<file path="src/rtl/cmp_irq_pkg.sv">
package cmp_irq_pkg;
  localparam int unsigned NCH    = 4;
  localparam int unsigned ADDR_W = 4;

  localparam logic [ADDR_W-1:0] A_CFG   = 4'd0;
  localparam logic [ADDR_W-1:0] A_FCTL  = 4'd1;
  localparam logic [ADDR_W-1:0] A_FSTAT = 4'd2;
  localparam logic [ADDR_W-1:0] A_FDATA = 4'd3;
  localparam logic [ADDR_W-1:0] A_EVEN  = 4'd4;
  localparam logic [ADDR_W-1:0] A_EVPD  = 4'd5;
  localparam logic [1:0]        A_THR_HI  = 2'b10;  // words 8..11
  localparam logic [1:0]        A_LAST_HI = 2'b11;  // words 12..15

  localparam int unsigned B_OVR     = 17;
  localparam int unsigned B_DAT     = 16;
  localparam int unsigned B_FLUSH   = 4;
  localparam int unsigned B_CMPEN   = 4;
  localparam int unsigned B_CNT     = 8;
  localparam int unsigned B_THR_UP  = 16;
  localparam int unsigned EV_W      = 3 * NCH;

  localparam logic [31:0] THR_RST = 32'h0BFF_0400;
endpackage

</file>
<file path="src/rtl/cmp_sample_fifo.sv">
module cmp_sample_fifo #(
  parameter int unsigned DW    = 12,
  parameter int unsigned DEPTH = 32,
  localparam int unsigned AW   = (DEPTH > 1) ? $clog2(DEPTH) : 1,
  localparam int unsigned CW   = $clog2(DEPTH + 1)
) (
  input  logic          clk_i,
  input  logic          rst_ni,
  input  logic          flush_i,
  input  logic          push_i,
  input  logic [DW-1:0] data_i,
  input  logic          pop_i,
  output logic [DW-1:0] data_o,
  output logic [CW-1:0] count_o,
  output logic          full_o,
  output logic          accept_o
);
  logic [DW-1:0] mem_q [DEPTH];
  logic [AW-1:0] wr_ptr_q, rd_ptr_q;
  logic [CW-1:0] cnt_q;
  logic          empty, do_push, do_pop;

  assign empty    = (cnt_q == '0);
  assign full_o   = (cnt_q == CW'(DEPTH));
  assign do_push  = push_i & ~full_o & ~flush_i;
  assign do_pop   = pop_i & ~empty & ~flush_i;
  assign accept_o = do_push;
  assign count_o  = cnt_q;
  assign data_o   = empty ? '0 : mem_q[rd_ptr_q];

  function automatic logic [AW-1:0] nxt(input logic [AW-1:0] p);
    return (p == AW'(DEPTH - 1)) ? '0 : p + 1'b1;
  endfunction

  always_ff @(posedge clk_i) begin
    if (do_push) mem_q[wr_ptr_q] <= data_i;
  end

  always_ff @(posedge clk_i or negedge rst_ni) begin
    if (!rst_ni) begin
      wr_ptr_q <= '0;
      rd_ptr_q <= '0;
      cnt_q    <= '0;
    end else if (flush_i) begin
      wr_ptr_q <= '0;
      rd_ptr_q <= '0;
      cnt_q    <= '0;
    end else begin
      if (do_push) wr_ptr_q <= nxt(wr_ptr_q);
      if (do_pop)  rd_ptr_q <= nxt(rd_ptr_q);
      case ({do_push, do_pop})
        2'b10:   cnt_q <= cnt_q + 1'b1;
        2'b01:   cnt_q <= cnt_q - 1'b1;
        default: cnt_q <= cnt_q;
      endcase
    end
  end
endmodule

</file>
<file path="src/rtl/cmp_chan_window.sv">
module cmp_chan_window
  import cmp_irq_pkg::*;
#(
  parameter int unsigned DW = 12
) (
  input  logic          clk_i,
  input  logic          rst_ni,
  input  logic          thr_we_i,
  input  logic [DW-1:0] thr_up_i,
  input  logic [DW-1:0] thr_lo_i,
  input  logic          hit_i,
  input  logic [DW-1:0] res_i,
  input  logic          cmp_en_i,
  output logic [31:0]   thr_o,
  output logic [DW-1:0] last_o,
  output logic          ev_data_o,
  output logic          ev_up_o,
  output logic          ev_lo_o
);
  logic [DW-1:0] up_q, lo_q, last_q;

  always_ff @(posedge clk_i or negedge rst_ni) begin
    if (!rst_ni) begin
      up_q   <= THR_RST[B_THR_UP +: DW];
      lo_q   <= THR_RST[0 +: DW];
      last_q <= '0;
    end else begin
      if (thr_we_i) begin
        up_q <= thr_up_i;
        lo_q <= thr_lo_i;
      end
      if (hit_i) last_q <= res_i;
    end
  end

  always_comb begin
    thr_o = '0;
    thr_o[B_THR_UP +: DW] = up_q;
    thr_o[0 +: DW]        = lo_q;
  end

  assign last_o    = last_q;
  assign ev_data_o = hit_i;
  assign ev_up_o   = hit_i & cmp_en_i & (res_i > up_q);
  assign ev_lo_o   = hit_i & cmp_en_i & (res_i < lo_q);
endmodule

</file>
<file path="src/rtl/cmp_pend_bank.sv">
module cmp_pend_bank #(
  parameter int unsigned W = 12
) (
  input  logic         clk_i,
  input  logic         rst_ni,
  input  logic [W-1:0] set_i,
  input  logic [W-1:0] clr_i,
  output logic [W-1:0] pend_o
);
  logic [W-1:0] pend_q;

  // set has priority over a same-cycle clear
  always_ff @(posedge clk_i or negedge rst_ni) begin
    if (!rst_ni) pend_q <= '0;
    else         pend_q <= (pend_q & ~clr_i) | set_i;
  end

  assign pend_o = pend_q;
endmodule

</file>
<file path="src/rtl/cmp_irq_unit.sv">
module cmp_irq_unit
  import cmp_irq_pkg::*;
#(
  parameter int unsigned DW    = 12,
  parameter int unsigned DEPTH = 32,
  localparam int unsigned CW   = $clog2(DEPTH + 1)
) (
  input  logic              clk_i,
  input  logic              rst_ni,
  input  logic              res_valid_i,
  input  logic [1:0]        res_chan_i,
  input  logic [DW-1:0]     res_data_i,
  input  logic              reg_we_i,
  input  logic              reg_re_i,
  input  logic [ADDR_W-1:0] reg_addr_i,
  input  logic [31:0]       reg_wdata_i,
  output logic [31:0]       reg_rdata_o,
  output logic              irq_o
);
  logic [NCH-1:0]  cmp_en_q;
  logic [EV_W-1:0] ev_en_q;
  logic [1:0]      f_en_q;
  logic [EV_W-1:0] ev_pend, ev_clr;
  logic [1:0]      f_pend, f_clr, f_set;
  logic [NCH-1:0]  ev_d, ev_u, ev_l;
  logic [31:0]     thr_rd [NCH];
  logic [DW-1:0]   last_rd [NCH];
  logic [DW-1:0]   fifo_dout;
  logic [CW-1:0]   fifo_cnt;
  logic            fifo_full, fifo_acc, flush, pop;
  logic            unused_wd;

  assign unused_wd = ^reg_wdata_i;

  assign flush = reg_we_i & (reg_addr_i == A_FCTL) & reg_wdata_i[B_FLUSH];
  assign pop   = reg_re_i & (reg_addr_i == A_FDATA);

  always_ff @(posedge clk_i or negedge rst_ni) begin
    if (!rst_ni) begin
      cmp_en_q <= '0;
      ev_en_q  <= '0;
      f_en_q   <= '0;
    end else if (reg_we_i) begin
      case (reg_addr_i)
        A_CFG:   cmp_en_q <= reg_wdata_i[B_CMPEN +: NCH];
        A_FCTL:  f_en_q   <= {reg_wdata_i[B_OVR], reg_wdata_i[B_DAT]};
        A_EVEN:  ev_en_q  <= reg_wdata_i[EV_W-1:0];
        default: ;
      endcase
    end
  end

  for (genvar g = 0; g < NCH; g++) begin : g_ch
    logic hit, thr_we;
    assign hit    = res_valid_i & (res_chan_i == 2'(g));
    assign thr_we = reg_we_i & (reg_addr_i == {A_THR_HI, 2'(g)});

    cmp_chan_window #(.DW(DW)) u_win (
      .clk_i    (clk_i),
      .rst_ni   (rst_ni),
      .thr_we_i (thr_we),
      .thr_up_i (reg_wdata_i[B_THR_UP +: DW]),
      .thr_lo_i (reg_wdata_i[0 +: DW]),
      .hit_i    (hit),
      .res_i    (res_data_i),
      .cmp_en_i (cmp_en_q[g]),
      .thr_o    (thr_rd[g]),
      .last_o   (last_rd[g]),
      .ev_data_o(ev_d[g]),
      .ev_up_o  (ev_u[g]),
      .ev_lo_o  (ev_l[g])
    );
  end

  cmp_sample_fifo #(.DW(DW), .DEPTH(DEPTH)) u_fifo (
    .clk_i   (clk_i),
    .rst_ni  (rst_ni),
    .flush_i (flush),
    .push_i  (res_valid_i),
    .data_i  (res_data_i),
    .pop_i   (pop),
    .data_o  (fifo_dout),
    .count_o (fifo_cnt),
    .full_o  (fifo_full),
    .accept_o(fifo_acc)
  );

  assign ev_clr = (reg_we_i && reg_addr_i == A_EVPD) ? reg_wdata_i[EV_W-1:0] : '0;
  assign f_clr  = (reg_we_i && reg_addr_i == A_FSTAT) ?
                  {reg_wdata_i[B_OVR], reg_wdata_i[B_DAT]} : 2'b00;
  assign f_set  = {res_valid_i & fifo_full, fifo_acc};

  cmp_pend_bank #(.W(EV_W)) u_ev_pend (
    .clk_i (clk_i),
    .rst_ni(rst_ni),
    .set_i ({ev_l, ev_u, ev_d}),
    .clr_i (ev_clr),
    .pend_o(ev_pend)
  );

  cmp_pend_bank #(.W(2)) u_f_pend (
    .clk_i (clk_i),
    .rst_ni(rst_ni),
    .set_i (f_set),
    .clr_i (f_clr),
    .pend_o(f_pend)
  );

  assign irq_o = (|(ev_pend & ev_en_q)) | (|(f_pend & f_en_q));

  always_comb begin
    reg_rdata_o = '0;
    if (reg_addr_i[3:2] == A_THR_HI) begin
      reg_rdata_o = thr_rd[reg_addr_i[1:0]];
    end else if (reg_addr_i[3:2] == A_LAST_HI) begin
      reg_rdata_o[DW-1:0] = last_rd[reg_addr_i[1:0]];
    end else begin
      case (reg_addr_i)
        A_CFG:   reg_rdata_o[B_CMPEN +: NCH] = cmp_en_q;
        A_FCTL:  {reg_rdata_o[B_OVR], reg_rdata_o[B_DAT]} = f_en_q;
        A_FSTAT: begin
          {reg_rdata_o[B_OVR], reg_rdata_o[B_DAT]} = f_pend;
          reg_rdata_o[B_CNT +: CW] = fifo_cnt;
        end
        A_FDATA: reg_rdata_o[DW-1:0] = fifo_dout;
        A_EVEN:  reg_rdata_o[EV_W-1:0] = ev_en_q;
        A_EVPD:  reg_rdata_o[EV_W-1:0] = ev_pend;
        default: ;
      endcase
    end
  end
endmodule

</file>
<file path="config.mk">
export PLATFORM = sky130hd
export DESIGN_NAME = cmp_irq_unit
export DESIGN_NICKNAME = d
export VERILOG_FILES = /design/src/rtl/cmp_irq_pkg.sv /design/src/rtl/cmp_sample_fifo.sv /design/src/rtl/cmp_chan_window.sv /design/src/rtl/cmp_pend_bank.sv /design/src/rtl/cmp_irq_unit.sv
export SDC_FILE = /design/constraint.sdc
export NUM_CORES = 1
export LEC_CHECK = 0
export BUFFER_PORTS_ARGS = -buffer_cell sky130_fd_sc_hd__buf_2
export CORE_UTILIZATION = 40
export DETAILED_ROUTE_END_ITERATION = 12
export GPL_ROUTABILITY_DRIVEN = 0
export SYNTH_ARGS = -nofsm -noshare
export SYNTH_HDL_FRONTEND = slang
export SYNTH_SLANG_ARGS = --single-unit
</file>
<file path="constraint.sdc">
create_clock -name clk_i -period 7.7 [get_ports clk_i]
set_input_delay 0.385 -clock clk_i [delete_from_list [all_inputs] [get_ports clk_i]]
set_output_delay 0.385 -clock clk_i [all_outputs]
set_load 0.02 [all_outputs]
</file>
==> Implementation_results.wiki <==
{| class="wikitable"
! Metric !! Value
|-
| Total number of nets in the final design || 2051
|-
| Register bit total from synthesis || 576
|-
| Total core area || 64700 sq um
|-
| Dpl ws || 3.295 ns
|-
| Result of the run || finished clean
|-
| Antenna-violating nets left || 0
|-
| RSZ-0062 raised after global routing || no
|-
| Int Power || 6.061 mW
|-
| Number of levels in the clock H-tree || 2
|-
| Clock transition at path regs || 0.06 ns
|-
| Diode insertion count for antenna repair || 0
|-
| Total DRC errors in the routed layout || 0
|-
| Count of distinct cell types in the synthesized netlist || 69
|-
| Row count || 93
|-
| I/O pin count || 88
|-
| Post-DP HPWL || 42.90 mm
|-
| Proportion of layout cells with a drive suffix above 1 || 24.51%
|-
| Fin. max-slew vios || 0
|-
| Final routed wire length divided by cell count || 23.92 microns
|-
| CTS tree || done
|-
| Area growth from synthesis to layout || 12.79%
|-
| Largest cells by area after synthesis || sky130_fd_sc_hd__edfxtp_1 44%, sky130_fd_sc_hd__dfrtp_1 14%, sky130_fd_sc_hd__mux4_2 10%, sky130_fd_sc_hd__ha_1 4.9%, sky130_fd_sc_hd__dfstp_2 4.8%
|-
| Final cell utilization of the core || 45.87%
|-
| Total non-filler cell area in the finished layout || 29680 sq um
|-
| Max-capacitance violation count || 0
|-
| Maximum vdd drop || 0.2014 mV
|-
| Final routed wirelength across all metal layers || 66.90 mm
|-
| Data arrival, critical path || 4.15 ns
|-
| Min Tclk post-route || 4.536 ns
|-
| Synth Instances || 1803
|-
| Type of the most critical hold path || primary input to register
|-
| Post-DR vias/cell || 5.580
|-
| Port buffer count || 73
|-
| Initial Utilization || 40.67%
|-
| GR Overflow Total || 0
|-
| Clock sinks || 576
|-
| Yosys warnings || 0
|-
| Achievable frequency || 220.4 MHz
|-
| Data required time of the critical path || 7.32 ns
|-
| Maximum number of pins on one net before global-route repair || 126
|-
| Via count of the first global-routing pass || 16072
|-
| Fin crit share || 58.91%
|-
| Slew Limit Headroom || 15.03%
|-
| DIE WIDTH || 258.5 microns
|-
| Critical Setup Path Class || register to primary output
|-
| Post-CTS setup repair buffer count || 0
|-
| Post-layout worst setup margin || 3.164 ns
|-
| Actual slew at the worst max-slew pin || 1.270 ns
|-
| Pwr Density || 286.4 nW/um^2
|-
| Post-DP Area || 27650 sq um
|-
| Total negative slack || 0 ns
|-
| Total count of hold-check failures in the final report || 0
|-
| Type of element capturing the critical path || primary output
|-
| CTS resizes || 0
|-
| Total Power Consumption || 8.500 mW
|-
| Proportion of power drawn by flip-flops and latches || 46.7%
|-
| Largest clock skew in the final design || 0.02184 ns
|-
| Detailed-routing iteration count for the pre-antenna-repair pass || 5
|-
| Net Sw Power || 2.439 mW
|-
| Sequential element share of the synthesized area || 62.31%
|-
| DR vias || 15606
|-
| Antenna violations before repair || 1
|-
| Share of flip-flops with an asynchronous set or reset after synthesis || 33.33%
|-
| Floorplan die height || 258.5 microns
|-
| Leak Pwr || 10.92 nW
|-
| Fin Hold WS || 0.04457 ns
|-
| Number of standard cells in the layout, taps in and fillers out || 2797
|-
| Cell with the most instances after synthesis || sky130_fd_sc_hd__edfxtp_1
|-
| Share of Yosys cell area claimed by the top area cell type || 43.83%
|-
| Commonest cells post-synth || 384 x sky130_fd_sc_hd__edfxtp_1, 168 x sky130_fd_sc_hd__nand2_1, 144 x sky130_fd_sc_hd__dfrtp_1
|-
| Relative contribution of combinational cells to total power || 20.1%
|-
| Final setup violating endpoints || 0
|-
| Area of the mapped netlist || 26310 sq um
|-
| Avg Inst Size Synth || 14.59 sq um
|-
| Power share of the clock group || 33.3%
|-
| Total Routing Usage GR || 20.31%
|-
| Post-synth EDFFs || 384
|-
| Ys flop type || sky130_fd_sc_hd__edfxtp_1
|-
| Clock root buffer || sky130_fd_sc_hd__clkbuf_16
|-
| Cell total after placement || 2678
|-
| First-pass GRT wire length || 101.5 mm
|-
| Hold Buf Count CTS || 10
|-
| DRT iter0 DRCs || 1200
|-
| Worst-Skew Late Latency || 0.64 ns
|-
| Startpoint kind of the worst setup timing path || register
|-
| Crit Path Max Fanout || 51
|-
| Buffers from clock root to sink, at most || 3
|-
| Post-synth top area cell || sky130_fd_sc_hd__edfxtp_1
|-
| Die Outline Area || 66810 sq um
|-
| Switching part of the total || 28.69%
|-
| Clock buffers created by TritonCTS || 59
|}
[final timing paths]
kind                                                  to  slack (ns)                      from  cells after the start
worst max register to register        u_fifo.mem_q[8][4]        4.43         u_fifo.count_o[1]                      5
worst min-delay path              g_ch[1].u_win.up_q[10]        0.04           reg_wdata_i[26]                      3
max in group asynchronous         g_ch[2].u_win.up_q[10]        5.71                    rst_ni                      3
worst max-delay path                      reg_rdata_o[5]        3.16        u_fifo.rd_ptr_q[2]                      7
min in group asynchronous          g_ch[2].u_win.lo_q[6]        0.48                    rst_ni                      2
worst min register to register  g_ch[1].u_win.last_o[10]        0.47  g_ch[1].u_win.last_o[10]                      2
[area by class of cell]
cell class | count | area, sq um
well taps | 855 | 1070
clock inverters | 25 | 264.0
multi-input cells | 1036 | 9144
flip-flops and latches | 576 | 16400
fillers | 5744 | 35020
repair buffers | 117 | 744.5
inverters | 104 | 390.4
clock buffers | 84 | 1660
[placed cells by master (no fill, tap or decap), drive strengths merged, types with 6 or more instances in the layout]
cell / count
nor3: 13
a22oi: 27
nand2: 169
edfxtp: 384
ha: 102
o21a: 6
a21o: 14
nand3b: 6
dfstp: 48
inv: 104
nor2: 80
a21oi: 49
dlygate4sd3: 10
buf: 106
o22ai: 10
mux4: 119
a31oi: 6
a211oi: 6
nor2b: 11
nand4: 12
and3: 12
clkbuf: 85
nand3: 21
conb: 6
a22o: 8
mux2i: 39
clkinv: 22
dfrtp: 144
and2: 15
o211ai: 7
a2111oi: 7
mux2: 94
o21ai: 114
nand2b: 8
[power groups by stage]
| stage | Clock (mW) | Combinational [mW] | Sequential (mW) |
|---|---|---|---|
| final | 2.83 | 1.71 | 3.97 |
| after global routing | 3.00 | 1.87 | 4.01 |
| after CTS | 2.88 | 1.72 | 3.97 |
| after detailed placement | 0 | 1.71 | 4.03 |
| after global placement | 0 | 1.67 | 4.01 |
| after floorplan | 0 | 1.26 | 3.87 |
[kinds of logic (layout without fill, tap and decap cells)]
family | Yosys count | in the layout | share of synthesized area [%]
mux | 252 | 252 | 15.69
simple gates | 378 | 378 | 6.781
flops | 576 | 576 | 62.31
fa+ha+maj | 102 | 102 | 4.850
compound gates | 294 | 294 | 7.095
xor+xnor | 4 | 4 | 0.1617
other cells | 1 | 6 | 0.01425
buf+inv | 196 | 330 | 3.091
[worst max-delay path: stages, from the launching register on]
cell	delay [ns]
sky130_fd_sc_hd__dfrtp_4	0.80
sky130_fd_sc_hd__buf_4	0.71
sky130_fd_sc_hd__nor4_1	0.31
sky130_fd_sc_hd__a22oi_1	0.27
sky130_fd_sc_hd__nand2_1	0.16
sky130_fd_sc_hd__or4_1	0.66
sky130_fd_sc_hd__a32oi_1	0.34
sky130_fd_sc_hd__buf_2	0.23
[layer usage]
metal	track usage, %	part of all wire, %	up-vias
li1	-	-	7037
met1	27.92	44	7991
met2	33.55	48	473
met3	2.866	5.4	105
met4	6.049	2.7	0
met5	0	0	-
[registers in the layout, summed over array words and instances, names as in the netlist]
signal / count
u_fifo.wr_ptr_q: 5
u_fifo.count_o: 6
cmp_en_q: 4
u_fifo.mem_q: 384
ev_en_q: 12
u_f_pend.pend_o: 2
g_ch.u_win.up_q: 48
u_ev_pend.pend_o: 12
g_ch.u_win.last_o: 48
u_fifo.rd_ptr_q: 5
f_en_q: 2
g_ch.u_win.lo_q: 48
No activity file was read; power rests on OpenSTA's default activity.
